## config.mk

```make
export PLATFORM = sky130hd
export DESIGN_NAME = msum_addsub
export DESIGN_NICKNAME = d
export VERILOG_FILES = /design/src/rtl/msum_addsub.sv
export SDC_FILE = /design/constraint.sdc
export NUM_CORES = 1
export LEC_CHECK = 0
export ABC_AREA = 1
export BUFFER_PORTS_ARGS = -buffer_cell sky130_fd_sc_hd__buf_4
export CORE_AREA = 2 2 81 83
export CTS_CLUSTER_SIZE = 12
export DETAILED_ROUTE_END_ITERATION = 8
export DIE_AREA = 0 0 83 85
export PLACE_DENSITY_LB_ADDON = 0.1
export REMOVE_ABC_BUFFERS = 1
export SYNTH_ARGS = -nofsm -noshare
export SYNTH_HDL_FRONTEND = slang
export SYNTH_SLANG_ARGS = --single-unit
```

## constraint.sdc

```tcl
create_clock -name clk -period 0.8 [get_ports clk]
set_input_delay 0 -clock clk [delete_from_list [all_inputs] [get_ports clk]]
set_output_delay 0 -clock clk [all_outputs]
set_load 0.03 [all_outputs]
```

## src/rtl/msum_addsub.sv

```systemverilog
module msum_addsub #(
  parameter int W = 8
) (
  input  logic         clk,
  input  logic         rst_n,
  input  logic [W-1:0] op_a,
  input  logic [W-1:0] op_b,
  input  logic         sub,
  input  logic [1:0]   enc,
  output logic [W-1:0] sum,
  output logic         ovf
);
  localparam int M = W - 1;

  // shared inverted subtrahend for the complement encodings
  logic [W-1:0] binv;
  assign binv = op_b ^ {W{sub}};

  // two's complement
  logic [W:0]   t2_full;
  logic [M:0]   t2_low;
  logic [W-1:0] res2;
  logic         ov2;
  assign t2_full = {1'b0, op_a} + {1'b0, binv} + {{W{1'b0}}, sub};
  assign t2_low  = {1'b0, op_a[M-1:0]} + {1'b0, binv[M-1:0]} + {{M{1'b0}}, sub};
  assign res2    = t2_full[M:0];
  assign ov2     = t2_full[W] ^ t2_low[M];

  // one's complement with end-around carry
  logic [W:0]   t1_full;
  logic [W-1:0] res1;
  logic         ov1;
  assign t1_full = {1'b0, op_a} + {1'b0, binv};
  assign res1    = t1_full[M:0] + {{M{1'b0}}, t1_full[W]};
  assign ov1     = (op_a[M] == binv[M]) && (res1[M] != op_a[M]);

  // sign and magnitude
  logic         sa, sb, same, a_ge;
  logic [M-1:0] ma, mb, mdiff, mres;
  logic [M:0]   msum;
  logic         sres, ovs;
  assign sa    = op_a[M];
  assign sb    = op_b[M] ^ sub;
  assign ma    = op_a[M-1:0];
  assign mb    = op_b[M-1:0];
  assign same  = (sa == sb);
  assign a_ge  = (ma >= mb);
  assign msum  = {1'b0, ma} + {1'b0, mb};
  assign mdiff = a_ge ? (ma - mb) : (mb - ma);
  assign mres  = same ? msum[M-1:0] : mdiff;
  assign sres  = (mres == '0) ? 1'b0 : ((same || a_ge) ? sa : sb);
  assign ovs   = same && msum[M];

  logic [W-1:0] nxt_sum;
  logic         nxt_ovf;
  always_comb begin
    case (enc)
      2'b01:   begin nxt_sum = res1;         nxt_ovf = ov1; end
      2'b10:   begin nxt_sum = {sres, mres}; nxt_ovf = ovs; end
      default: begin nxt_sum = res2;         nxt_ovf = ov2; end
    endcase
  end

  always_ff @(posedge clk or negedge rst_n) begin
    if (!rst_n) begin
      sum <= '0;
      ovf <= 1'b0;
    end else begin
      sum <= nxt_sum;
      ovf <= nxt_ovf;
    end
  end
endmodule

```

# After elaboration in Yosys (flattened, before gate mapping)
# Cells that the tools add are included.
[totals]
register_bits = 9
input_bits = 21
out_inout_bits = 9
elab_cells = 29
[op_classes]
addsub = 8
order_cmp = 1
n_eq_ne = 5
mux = 6
n_bitwise = 3
reduce_logical = 4
[ops]
columns = ["cell", "count"]
rows = [
  ["$add A7 B7 Y8", 2],
  ["$add A8 B1 Y8", 2],
  ["$pmux W8 S2", 1],
  ["$mux W7", 2],
  ["$sub A7 B7 Y7", 2],
  ["$add A8 B8 Y9", 1],
  ["$add A9 B1 Y9", 1],
  ["$xor A8 B8 Y8", 1],
  ["$ge A7 B7 Y1", 1],
  ["$logic_not A7 Y1", 1],
  ["$eq A1 B1 Y1", 2],
  ["$eq A2 B1 Y1 const B", 1],
  ["$eq A2 B2 Y1 const B", 1],
  ["$logic_and A1 B1 Y1", 2],
  ["$mux W1", 2],
  ["$pmux W1 S2", 1],
  ["$xor A1 B1 Y1", 2],
  ["$logic_or A1 B1 Y1", 1],
  ["$ne A1 B1 Y1", 1],
]

# Longest topological paths before layout
# Gate-level depths: netlist (run 1).
[logic_depth]
word_depth = 6
ltp_mapped = 22
ltp_nobuf = 21

# Least setup slack after synthesis (run 1)
# No wires, ideal clock.
[synth_timing]
kind = "input to register"
from = "input port sub"
to = "register ovf"
setup_time_ns = 0.117
arrival_time_ns = 2.346
t_required_ns = 0.683
setup_slack_ns = -1.663
cell_stages = 21
path_buffers = 1
cell_sequence = "buf_2 -> xor2_1 -> ha_1 -> fa_1 -> nand3_1 -> nand2_1 -> nand2_1 -> nand2_1 -> a21oi_1 -> o21bai_2 -> ha_1 -> inv_1 -> nor2_4 -> nand3_4 -> nor2_4 -> nand2_1 -> nand2_2 -> a21oi_1 -> o21ai_1 -> nand2_1 -> nand2_1"
[synth_via]
elab_chain_len = 6
elab_cells_between_ends = 14
cone_classes = "5 x add/sub; 3 x eq/ne; 1 x mux; 3 x bitwise; 2 x reduce/logical"
[synth_rtl]
columns = ["item", "line_no", "rtl"]
rows = [
  ["start: declaration", "8", "input logic sub,"],
  ["$xor A8 B8 Y8", "17", "assign binv = op_b ^ {W{sub}};"],
  ["$add A8 B8 Y9", "24, 33", ""],
  ["$add A8 B1 Y8", "34", "assign res1 = t1_full[M:0] + {{M{1'b0}}, t1_full[W]};"],
  ["$ne A1 B1 Y1", "35", "assign ov1 = (op_a[M] == binv[M]) && (res1[M] != op_a[M]);"],
  ["$logic_and A1 B1 Y1", "35", ""],
  ["$pmux W1 S2 *", "57", "case (enc)"],
  ["net nxt_ovf", "55", "logic nxt_ovf;"],
  ["end signal: assignment", "70", "ovf <= nxt_ovf;"],
  ["end: declaration", "11", "output logic ovf"],
]
# Mark *: on every way through the listed nets, which the timed path passes. The rest lies on a longest branch.

# Worst setup path in the final report (run 1)
# Ends and elaborated chain as after synthesis.

==> run_results.csv, run 1 <==
group,metric,value,unit
logic_synthesis,synth_top_family_by_area,"simple AND/OR/NAND/NOR gates",
clock_network,clkSinkCount,9,
critical_path,crit_type,"input pin to flop",
status,violations,"negative setup slack",
die,die-area,0.007055,mm^2
timing,fin_crit,2.146,ns
power,power_leakage,2.042,nW
grt,grt_pass1_vias,2761,
clock_network,clk_pin_slew,0.04,ns
critical_path,cp_slowest_cell,"ha_4",
routing,drc,0,
routing,drt-initial-drc-count,159,
logic_synthesis,synth.avg_cell_area,6.118,um^2
logic_synthesis,yosysTopAreaCellShare,18.20,%
routing,routed_wl,7.771,mm
critical_path,critPathArrivalTime,2.26,ns
critical_path,path_buf_inv,3,
critical_path,crit_top_cell,"nand2_2",
die,die_w,83,um
logic_synthesis,synth-seq-cells,9,
power,pwr-share-seq,11.8,%
timing,finalMaxSlewViolations,0,
place,dpl.hpwl,6.354,mm
grt,grt_max_degree,14,
flow_run,max_cap_viol_count,0,
place,gp_routability_congestion,0.9133,
power,clkPwrFrac,10.0,%
critical_path,cp_max_fo,7,
timing,fin_ws,-1.346,ns
critical_path,critPathMaxStageDelay,0.30,ns
cells_and_area,final_area,0.003734,mm^2
power,cell_internal_pwr,2.725,mW
place,port_buffers,29,
timing,fmaxAchievable,466.0,MHz
logic_synthesis,synthCells,391,
place,post-place-ws,-1.790,ns
timing,max_slew_margin,77.19,%
critical_path,required,0.91,ns
hold_path,min_path_type,"input pin to asynchronous set/reset pin",
timing,worst_slew_pin_slew,0.3386,ns
critical_path,setup.worst_path.start,"sub",
timing,setup_viol,9,
timing,finalCritPeriodShare,268.2,%
place,place_area,0.003349,mm^2
logic_synthesis,ys.warnings.count,0,
die,core-area,0.006205,mm^2
routing,drt-pass1-iter-count,8,
power,fin_total_pwr,5.043,mW
die,ios,30,
timing,whs,0.1293,ns
grt,grt_pass1_wl,12.87,mm
logic_synthesis,ys_seq_area_share,9.414,%
grt,grt_overflow,0,
power,switchingPower,2.318,mW
die,rows,29,
critical_path,worst_setup_path_end_kind,"flop",
cells_and_area,final_nets,582,
clock_network,cts_tree,"built",
timing,rsz0062_at_grt,"yes",
logic_synthesis,synth_xor_area_share,5.439,%
logic_synthesis,synth_mux_area_share,0,%
logic_synthesis,synth_ff_type,"dfrtp_1",
logic_synthesis,synth_compound_area_share,11.30,%
power,power_density,1351,mW/mm^2
routing,wl_per_cell,12.97,um
power,irDropWorstVdd,1.402,mV
logic_synthesis,synth_area,0.002392,mm^2
die,start_util,38.56,%
cells_and_area,final_cell_mix,"buf_4, nand2_1, inv_1, nand3_1, ha_1",
logic_synthesis,synthSimpleGateAreaFrac,41.27,%
cells_and_area,n_antenna_cell,0,
grt,antenna_found_initial,0,
status,status,"complete, but fails checks",
timing,tns,-10.87,ns
routing,antenna_left,0,
critical_path,crit_family,"simple AND/OR/NAND/NOR gates",
logic_synthesis,async_flop_share,100.0,%
timing,final-hold-violation-count,0,
logic_synthesis,synth_edf_count,0,
power,combPwrFrac,78.3,%
critical_path,crit_chain,"buf_8 > buf_8 > xor2_2 > ha_4 > nand3_2 > nand2_2 > nand2_2 > nand2_2 > a21oi_2 > o21bai_2 > ha_4 > inv_4 > nor2_4 > nand3_4 > nor2_4 > nand2_2 > nand2_4 > nand3_2 > nand2_1 > o21ai_1 > nand2_1 > nand2_1",
logic_synthesis,synthTopCellsByArea,"nand2_1, ha_1, dfrtp_1, nand3_1, inv_1",
logic_synthesis,yosys.area.top_type,"nand2_1",
cells_and_area,layout_commonest_cell,"buf_4",
cells_and_area,num-fill-cells,595,
power,p_sw_share,45.96,%
cells_and_area,post-route-util,60.17,%
cells_and_area,drive_gt1_share,39.46,%
critical_path,cp-start-kind,"input pin",
die,dieHeight,85,um
cells_and_area,layout.cells.non_filler,599,
clock_network,cts_root_buffer,"clkbuf_8",
clock_network,clock_path_buffers,2,
routing,vias,2910,
cells_and_area,layout-area-overhead-vs-synth,56.07,%
routing,via_per_inst,4.858,
logic_synthesis,synthAdderAreaFrac,21.13,%
grt,grtUsageTotal,22.23,%
place,place_inst,578,
clock_network,cts_made_buffers,3,
clock_network,htreeDepth,1,
logic_synthesis,synth_cell_type_count,34,
per-layer routing:
layer | routed length [um] | vias up | GRT usage (%)
li1 | - | 1501 | -
met1 | 3701 | 1296 | 31.46
met2 | 3559 | 102 | 36.73
met3 | 395 | 11 | 1.946
met4 | 114 | 0 | 5.365
met5 | 0 | - | 0
repair_timing:
action / in CTS / in global routing
hold buffers: 1 / 0
endpoints found under the hold margin: 9 / 0
setup endpoints to repair: 9 / 9
setup buffers: 10 / 6
cloned: 0 / 0
gates resized for setup: 23 / 31
pin swaps: 21 / 29
power by group through the flow:
stage          logic (mW)  registers [mW]  clock network [mW]
2_1_floorplan        1.70           0.829                   0
4_1_cts              3.64           0.594               0.521
3_5_place_dp         3.44           0.600                   0
6_report             3.95           0.593               0.502
3_3_place_gp         3.41           0.600                   0
5_1_grt              4.34           0.606               0.544
cell usage after synthesis, drive strengths merged (5+ instances only):
library cell	instances
a21oi	26
buf	5
dfrtp	9
ha	34
inv	59
nand2	127
nand3	42
nand4	6
nor2	30
o21ai	16
xor2	14
state kept, by name, indices dropped and copies added (netlist names):
signal and count:
ovf 1, sum 8
area by class of cell:
type	instances	area, um^2	share of cell area, %
clock buffers	4	45.04	1.206
inverters	61	234.0	6.267
flip-flops and latches	9	225.2	6.032
repair buffers	136	1062	28.45
well taps	77	96.34	2.580
multi-input cells	312	2071	55.46
logic make-up (layout without fill, tap and decap cells):
family | Yosys count | in the layout
xor+xnor | 14 | 14
flops | 9 | 9
simple gates | 210 | 210
fa+ha+maj | 38 | 38
buf+inv | 70 | 201
compound gates | 50 | 50
how the worst max path moves through the flow:
stage / depth (start not counted) / endpoint / slack, ns
floorplan: 20 / ovf$_DFF_PN0_ / -1.46
global placement: 21 / ovf$_DFF_PN0_ / -1.70
detailed placement: 21 / ovf$_DFF_PN0_ / -1.79
CTS: 21 / ovf$_DFF_PN0_ / -1.34
global route: 22 / ovf$_DFF_PN0_ / -1.54
finish: 22 / ovf$_DFF_PN0_ / -1.35
Note: power is estimated with default switching activity, not from simulation.
==> run 2: changes to the inputs <==
SETUP_SLACK_MARGIN = 0.5   (was not set)
clock period = 2.4 ns   (was 0.8 ns; I/O delays follow)
==> run 2 against run 1 <==
Against the previous run: the run now ends clean; wire length is 5.0% lower; worst hold slack gained 0.0028 ns; global-route usage fell by 1.9 points; via count decreased by 6.9%; sequential share of layout area increased by 1.1 points; critical endpoint unchanged.
==> run_results.csv, run 2 (synthesis gave the netlist of run 1 again) <==
group,metric,value,unit
flow_run,max_cap_viol_count,0,
cells_and_area,regArea,225.2,um^2
power,cell_internal_pwr,0.7403,mW
die,ios,30,
power,power_density,459.2,mW/mm^2
grt,antenna_found_initial,0,
critical_path,worst_setup_path_end_kind,"flop",
critical_path,critPathArrivalTime,2.36,ns
routing,drt-initial-drc-count,284,
timing,finalCritPeriodShare,93.55,%
routing,vias,2710,
place,dpl.hpwl,5.863,mm
die,rows,29,
cells_and_area,layout-area-overhead-vs-synth,32.53,%
clock_network,clk_pin_slew,0.04,ns
cells_and_area,largest_reg_flops,8,
critical_path,setup.worst_path.start,"sub",
power,switchingPower,0.7157,mW
critical_path,crit_path_end,"ovf$_DFF_PN0_",
die,die_w,83,um
cells_and_area,regMostFlops,"sum",
grt,grtUsageTotal,20.31,%
timing,fin_crit,2.245,ns
timing,whs,0.1321,ns
cells_and_area,multiInputGateArea,0.002017,mm^2
timing,final-hold-violation-count,0,
cells_and_area,reg_top3,"sum: 8 flops, ovf: 1 flops",
routing,antenna_left,0,
critical_path,cp_max_fo,7,
timing,fmaxAchievable,445.4,MHz
cells_and_area,post-route-util,51.10,%
clock_network,cts_made_buffers,3,
cells_and_area,layout_commonest_cell,"nand2_1",
clock_network,clkSinkCount,9,
critical_path,path_buf_inv,8,
die,start_util,38.56,%
critical_path,crit_top_cell,"buf_4",
power,pwr-share-seq,13.6,%
place,port_buffers,29,
clock_network,htreeDepth,1,
critical_path,crit_family,"buffers and inverters",
clock_network,clock_path_buffers,2,
cells_and_area,final_cell_mix,"nand2_1, buf_4, inv_1, nand3_1, ha_1",
routing,wl_per_cell,13.86,um
power,power_leakage,1.696,nW
critical_path,cp.depth,22,
place,gp_routability_congestion,0.9135,
critical_path,crit_chain,"buf_12 > buf_8 > xor2_2 > ha_4 > nand3_2 > nand2_2 > nand2_2 > buf_4 > buf_4 > buf_4 > buf_4 > buf_4 > nand3b_1 > nand2_2 > inv_4 > nand2_1 > nand2_2 > nand3_2 > nand2_1 > o21ai_1 > nand2_1 > nand2_1",
status,status,"completed",
clock_network,cts_root_buffer,"clkbuf_8",
critical_path,crit_type,"input pin to flop",
routing,via_per_inst,5.084,
power,fin_total_pwr,1.456,mW
cells_and_area,num-fill-cells,633,
hold_path,min_path_type,"input pin to asynchronous set/reset pin",
grt,grt_max_degree,14,
cells_and_area,final_nets,516,
routing,routed_wl,7.385,mm
timing,rsz0062_at_grt,"yes",
routing,drt-pass1-iter-count,5,
place,post-place-ws,-0.1794,ns
timing,tns,0,ns
timing,finalMaxSlewViolations,0,
die,die-area,0.007055,mm^2
critical_path,cp_slowest_cell,"ha_4",
power,irDropWorstVdd,0.5853,mV
die,dieHeight,85,um
cells_and_area,drive_gt1_share,28.73,%
critical_path,cp-start-kind,"input pin",
power,combPwrFrac,75.2,%
clock_network,cts_tree,"built",
grt,grt_pass1_wl,11.78,mm
routing,drc,0,
grt,grt_overflow,0,
critical_path,critPathMaxStageDelay,0.30,ns
power,clkPwrFrac,11.3,%
timing,fin_ws,0.1547,ns
die,core-area,0.006205,mm^2
grt,grt_pass1_vias,2508,
cells_and_area,n_antenna_cell,0,
timing,setup_viol,0,
timing,worst_slew_pin_slew,0.3669,ns
critical_path,required,2.51,ns
power,p_sw_share,49.15,%
timing,max_slew_margin,75.51,%
==> run 2: cell types whose count changed in the layout (fill, tap and decap cells not counted), moves of 2 or more <==
cell | previous run | this run
a21oi_2 | 8 | 5
nand3_2 | 6 | 4
nand2_1 | 107 | 110
xor2_1 | 12 | 9
a21oi_1 | 17 | 21
nand2_4 | 5 | 2
xor2_2 | 2 | 5
nand3_1 | 34 | 36
buf_4 | 130 | 66
==> run 2: what timing repair did <==
item | in CTS | in global routing
hold endpoints to repair | 9 | 0
hold buffers | 1 | 0
buffers inserted | 13 | 8
gates resized for setup | 22 | 15
pin swaps | 21 | 24
setup endpoints to repair | 9 | 9
==> run 2: routing by layer <==
layer	share of wire [%]	global-route usage, %	wire length, um	vias to the layer above
met5	0	0	0	-
met1	49	28.74	3612	1230
li1	-	-	-	1370
met2	45	34.53	3314	98
met4	1.3	3.577	95	0
met3	4.9	1.362	362	12
==> run 2: worst min-delay path by stage <==
stage          startpoint  slack, ns  cells past startpoint               end
5_1_grt             rst_n       0.14                      2  sum[5]$_DFF_PN0_
3_3_place_gp        rst_n      -0.18                      1  sum[0]$_DFF_PN0_
4_1_cts             rst_n       0.13                      2  sum[2]$_DFF_PN0_
3_5_place_dp        rst_n      -0.17                      1  sum[2]$_DFF_PN0_
6_report            rst_n       0.13                      2  sum[2]$_DFF_PN0_
2_1_floorplan       rst_n      -0.30                      0     ovf$_DFF_PN0_
==> run 2: power by group through the flow <==
stage,clock network [mW],logic [mW],registers (mW)
2_1_floorplan,0,0.566,0.276
3_3_place_gp,0,0.950,0.200
3_5_place_dp,0,0.949,0.200
4_1_cts,0.168,1.02,0.198
5_1_grt,0.177,1.20,0.202
6_report,0.164,1.09,0.197
==> run 2: per-stage QoR <==
| stage | instances | cell area, um^2 |
|---|---|---|
| after floorplan | 382 | 2347 |
| after global placement | 507 | 2804 |
| after detailed placement | 507 | 2804 |
| after CTS | 525 | 3018 |
| after global routing | 533 | 3171 |
| final | 533 | 3171 |
==> run 2: final cells by class <==
class                           count  share of cell area [%]
Tap cell                           77                   3.039
Sequential cell                     9                   7.103
Timing Repair Buffer               70                   17.52
Clock buffer                        4                   1.421
Multi-Input combinational cell    312                   63.61
Inverter                           61                   7.301
==> run 3: changes to the inputs <==
ABC_AREA = not set   (was 1)
CORE_AREA = 2 2 76 78   (was 2 2 81 83)
DIE_AREA = 0 0 78 80   (was 0 0 83 85)
SETUP_SLACK_MARGIN = not set   (was 0.5)
==> run 3 against run 2 <==
Against the previous run: critical endpoint is now sum[2]$_DFF_PN0_; first-iteration DRC count decreased by 50%; cell area increased by 0.83%; die area decreased by 12%; largest cell class unchanged; the run now ends with negative setup slack left; clock power increased by 4%; synthesized cell count decreased by 30%; sequential cell count unchanged; clock-buffer cell count unchanged.
==> run_results.csv, run 3 <==
group,metric,value,unit
routing,drc,0,
die,dieHeight,80,um
grt,grtUsageTotal,20.78,%
timing,fmaxAchievable,415.0,MHz
timing,rsz0062_at_grt,"yes",
die,start_util,39.24,%
routing,vias,2221,
timing,fin_crit,2.410,ns
routing,via_per_inst,5.129,
logic_synthesis,synth.avg_cell_area,7.797,um^2
routing,drt-pass1-iter-count,4,
cells_and_area,layout_commonest_cell,"buf_4",
cells_and_area,regArea,225.2,um^2
logic_synthesis,synth_cell_type_count,47,
clock_network,cts_root_buffer,"clkbuf_8",
logic_synthesis,synthMostInstantiatedCell,"ha_1",
status,status,"complete, but fails checks",
die,core-area,0.005405,mm^2
power,power_density,500.3,mW/mm^2
place,dpl.hpwl,4.999,mm
cells_and_area,layout-area-overhead-vs-synth,50.74,%
routing,antenna_left,0,
grt,antenna_found_initial,0,
place,place_area,0.002804,mm^2
cells_and_area,final_nets,421,
cells_and_area,num-fill-cells,513,
die,rows,27,
routing,drt-initial-drc-count,143,
timing,max_slew_margin,55.65,%
grt,grt_max_degree,21,
cells_and_area,drive_gt1_share,38.23,%
power,fin_total_pwr,1.599,mW
routing,routed_wl,6.269,mm
die,ios,30,
logic_synthesis,ys_seq_area_share,10.62,%
critical_path,cp-start-kind,"input pin",
place,post-place-ws,-0.5025,ns
clock_network,clk_pin_slew,0.04,ns
logic_synthesis,ys.warnings.count,0,
timing,setup_viol,2,
status,violations,"negative setup slack",
die,die-area,0.006240,mm^2
timing,finalMaxSlewViolations,0,
logic_synthesis,yosys.area.top_type,"ha_1",
place,gp_routability_congestion,0.8437,
critical_path,required,2.47,ns
grt,grt_pass1_wl,10.55,mm
cells_and_area,regMostFlops,"sum",
cells_and_area,n_antenna_cell,0,
critical_path,cp_max_fo,2,
clock_network,cts_made_buffers,3,
grt,grt_overflow,0,
clock_network,clkSinkCount,9,
logic_synthesis,synthTopCellsByArea,"ha_1, dfrtp_1, xor2_1, a21oi_1, inv_1",
cells_and_area,reg_top3,"sum: 8 flops, ovf: 1 flops",
timing,worst_slew_pin_slew,0.6652,ns
timing,final-hold-violation-count,0,
place,port_buffers,29,
logic_synthesis,synth_edf_count,0,
power,irDropWorstVdd,0.3331,mV
critical_path,critPathArrivalTime,2.48,ns
logic_synthesis,synth_common_cells,"ha_1, inv_1, a21oi_1",
hold_path,min_path_type,"input pin to asynchronous set/reset pin",
critical_path,crit_type,"input pin to flop",
timing,finalCritPeriodShare,100.4,%
cells_and_area,final_cell_mix,"buf_4, ha_1, inv_1, a21oi_1",
grt,grt_pass1_vias,2269,
logic_synthesis,synth-seq-cells,9,
routing,wl_per_cell,14.48,um
critical_path,setup.worst_path.start,"op_b[0]",
cells_and_area,largest_reg_flops,8,
logic_synthesis,async_flop_share,100.0,%
flow_run,max_cap_viol_count,0,
timing,tns,-0.01712,ns
cells_and_area,multiInputGateArea,0.001964,mm^2
clock_network,clock_path_buffers,2,
logic_synthesis,yosysTopAreaCellShare,20.06,%
power,power_leakage,1.547,nW
logic_synthesis,synth_ff_type,"dfrtp_1",
clock_network,cts_tree,"built",
cells_and_area,final_area,0.003197,mm^2
logic_synthesis,synth_area,0.002121,mm^2
critical_path,worst_setup_path_end_kind,"flop",
timing,fin_ws,-0.009600,ns
die,die_w,78,um
clock_network,htreeDepth,1,
logic_synthesis,synthCells,272,
-- run 3: report_power, final --
part | total [mW] | internal [mW] | switching [mW]
combinational | 1.23 | 0.579 | 0.646
clock | 0.171 | 0.115 | 0.0554
sequential | 0.203 | 0.192 | 0.0117
-- run 3: logic make-up after synthesis --
kind of cell,synth area share [%]
compound gates,26.43
simple gates,17.17
xor+xnor,10.74
buf+inv,7.316
mux,3.894
flops,10.62
fa+ha+maj,23.84
-- run 3: worst paths after layout --
kind	depth (start not counted)	endpoint
hold / removal	2	sum[0]$_DFF_PN0_
setup / recovery	14	sum[2]$_DFF_PN0_
max in group asynchronous	2	sum[3]$_DFF_PN0_
min in group clk	5	sum[0]$_DFF_PN0_
-- run 3: final cells by class --
type / instances / area share (%)
clock buffers: 4 / 1.409
flip-flops and latches: 9 / 7.045
repair buffers: 97 / 24.23
well taps: 72 / 2.818
inverters: 26 / 3.053
multi-input cells: 225 / 61.45
-- run 3: routing by layer --
metal	global-route usage, %	part of all wire [%]	routed length [um]
met5	0	0	0
met2	35.52	45	2827
met4	5.088	1.4	89
met3	1.131	3.3	207
met1	28.64	50	3144
-- run 3: worst max-delay path: stages --
cell and delay (ns):
buf_8 0.10, xor2_1 0.15, ha_2 0.19, fa_2 0.37, a211oi_4 0.26, o21ai_2 0.10
a21o_1 0.16, a21o_1 0.19, ha_4 0.18, ha_4 0.16, buf_4 0.13, xor2_1 0.16
a221oi_2 0.25, a21oi_1 0.07
-- run 3: repair_timing --
| item | 4_1_cts | 5_1_grt |
|---|---|---|
| setup buffers | 6 | 5 |
| hold buffers | 1 | 0 |
| pin swaps | 17 | 25 |
| setup endpoints to repair | 8 | 8 |
| gates resized for setup | 19 | 31 |
| hold endpoints to repair | 9 | 0 |
-- run 3: metrics by stage --
step                      util [%]  hold WS [ns]  instances
final                        59.14        0.1256        433
after global routing         59.14        0.1361        433
after CTS                    55.49        0.1329        428
after detailed placement     51.88       -0.1722        417
after global placement       51.88       -0.1749        417
after floorplan                  -       -0.2956        260
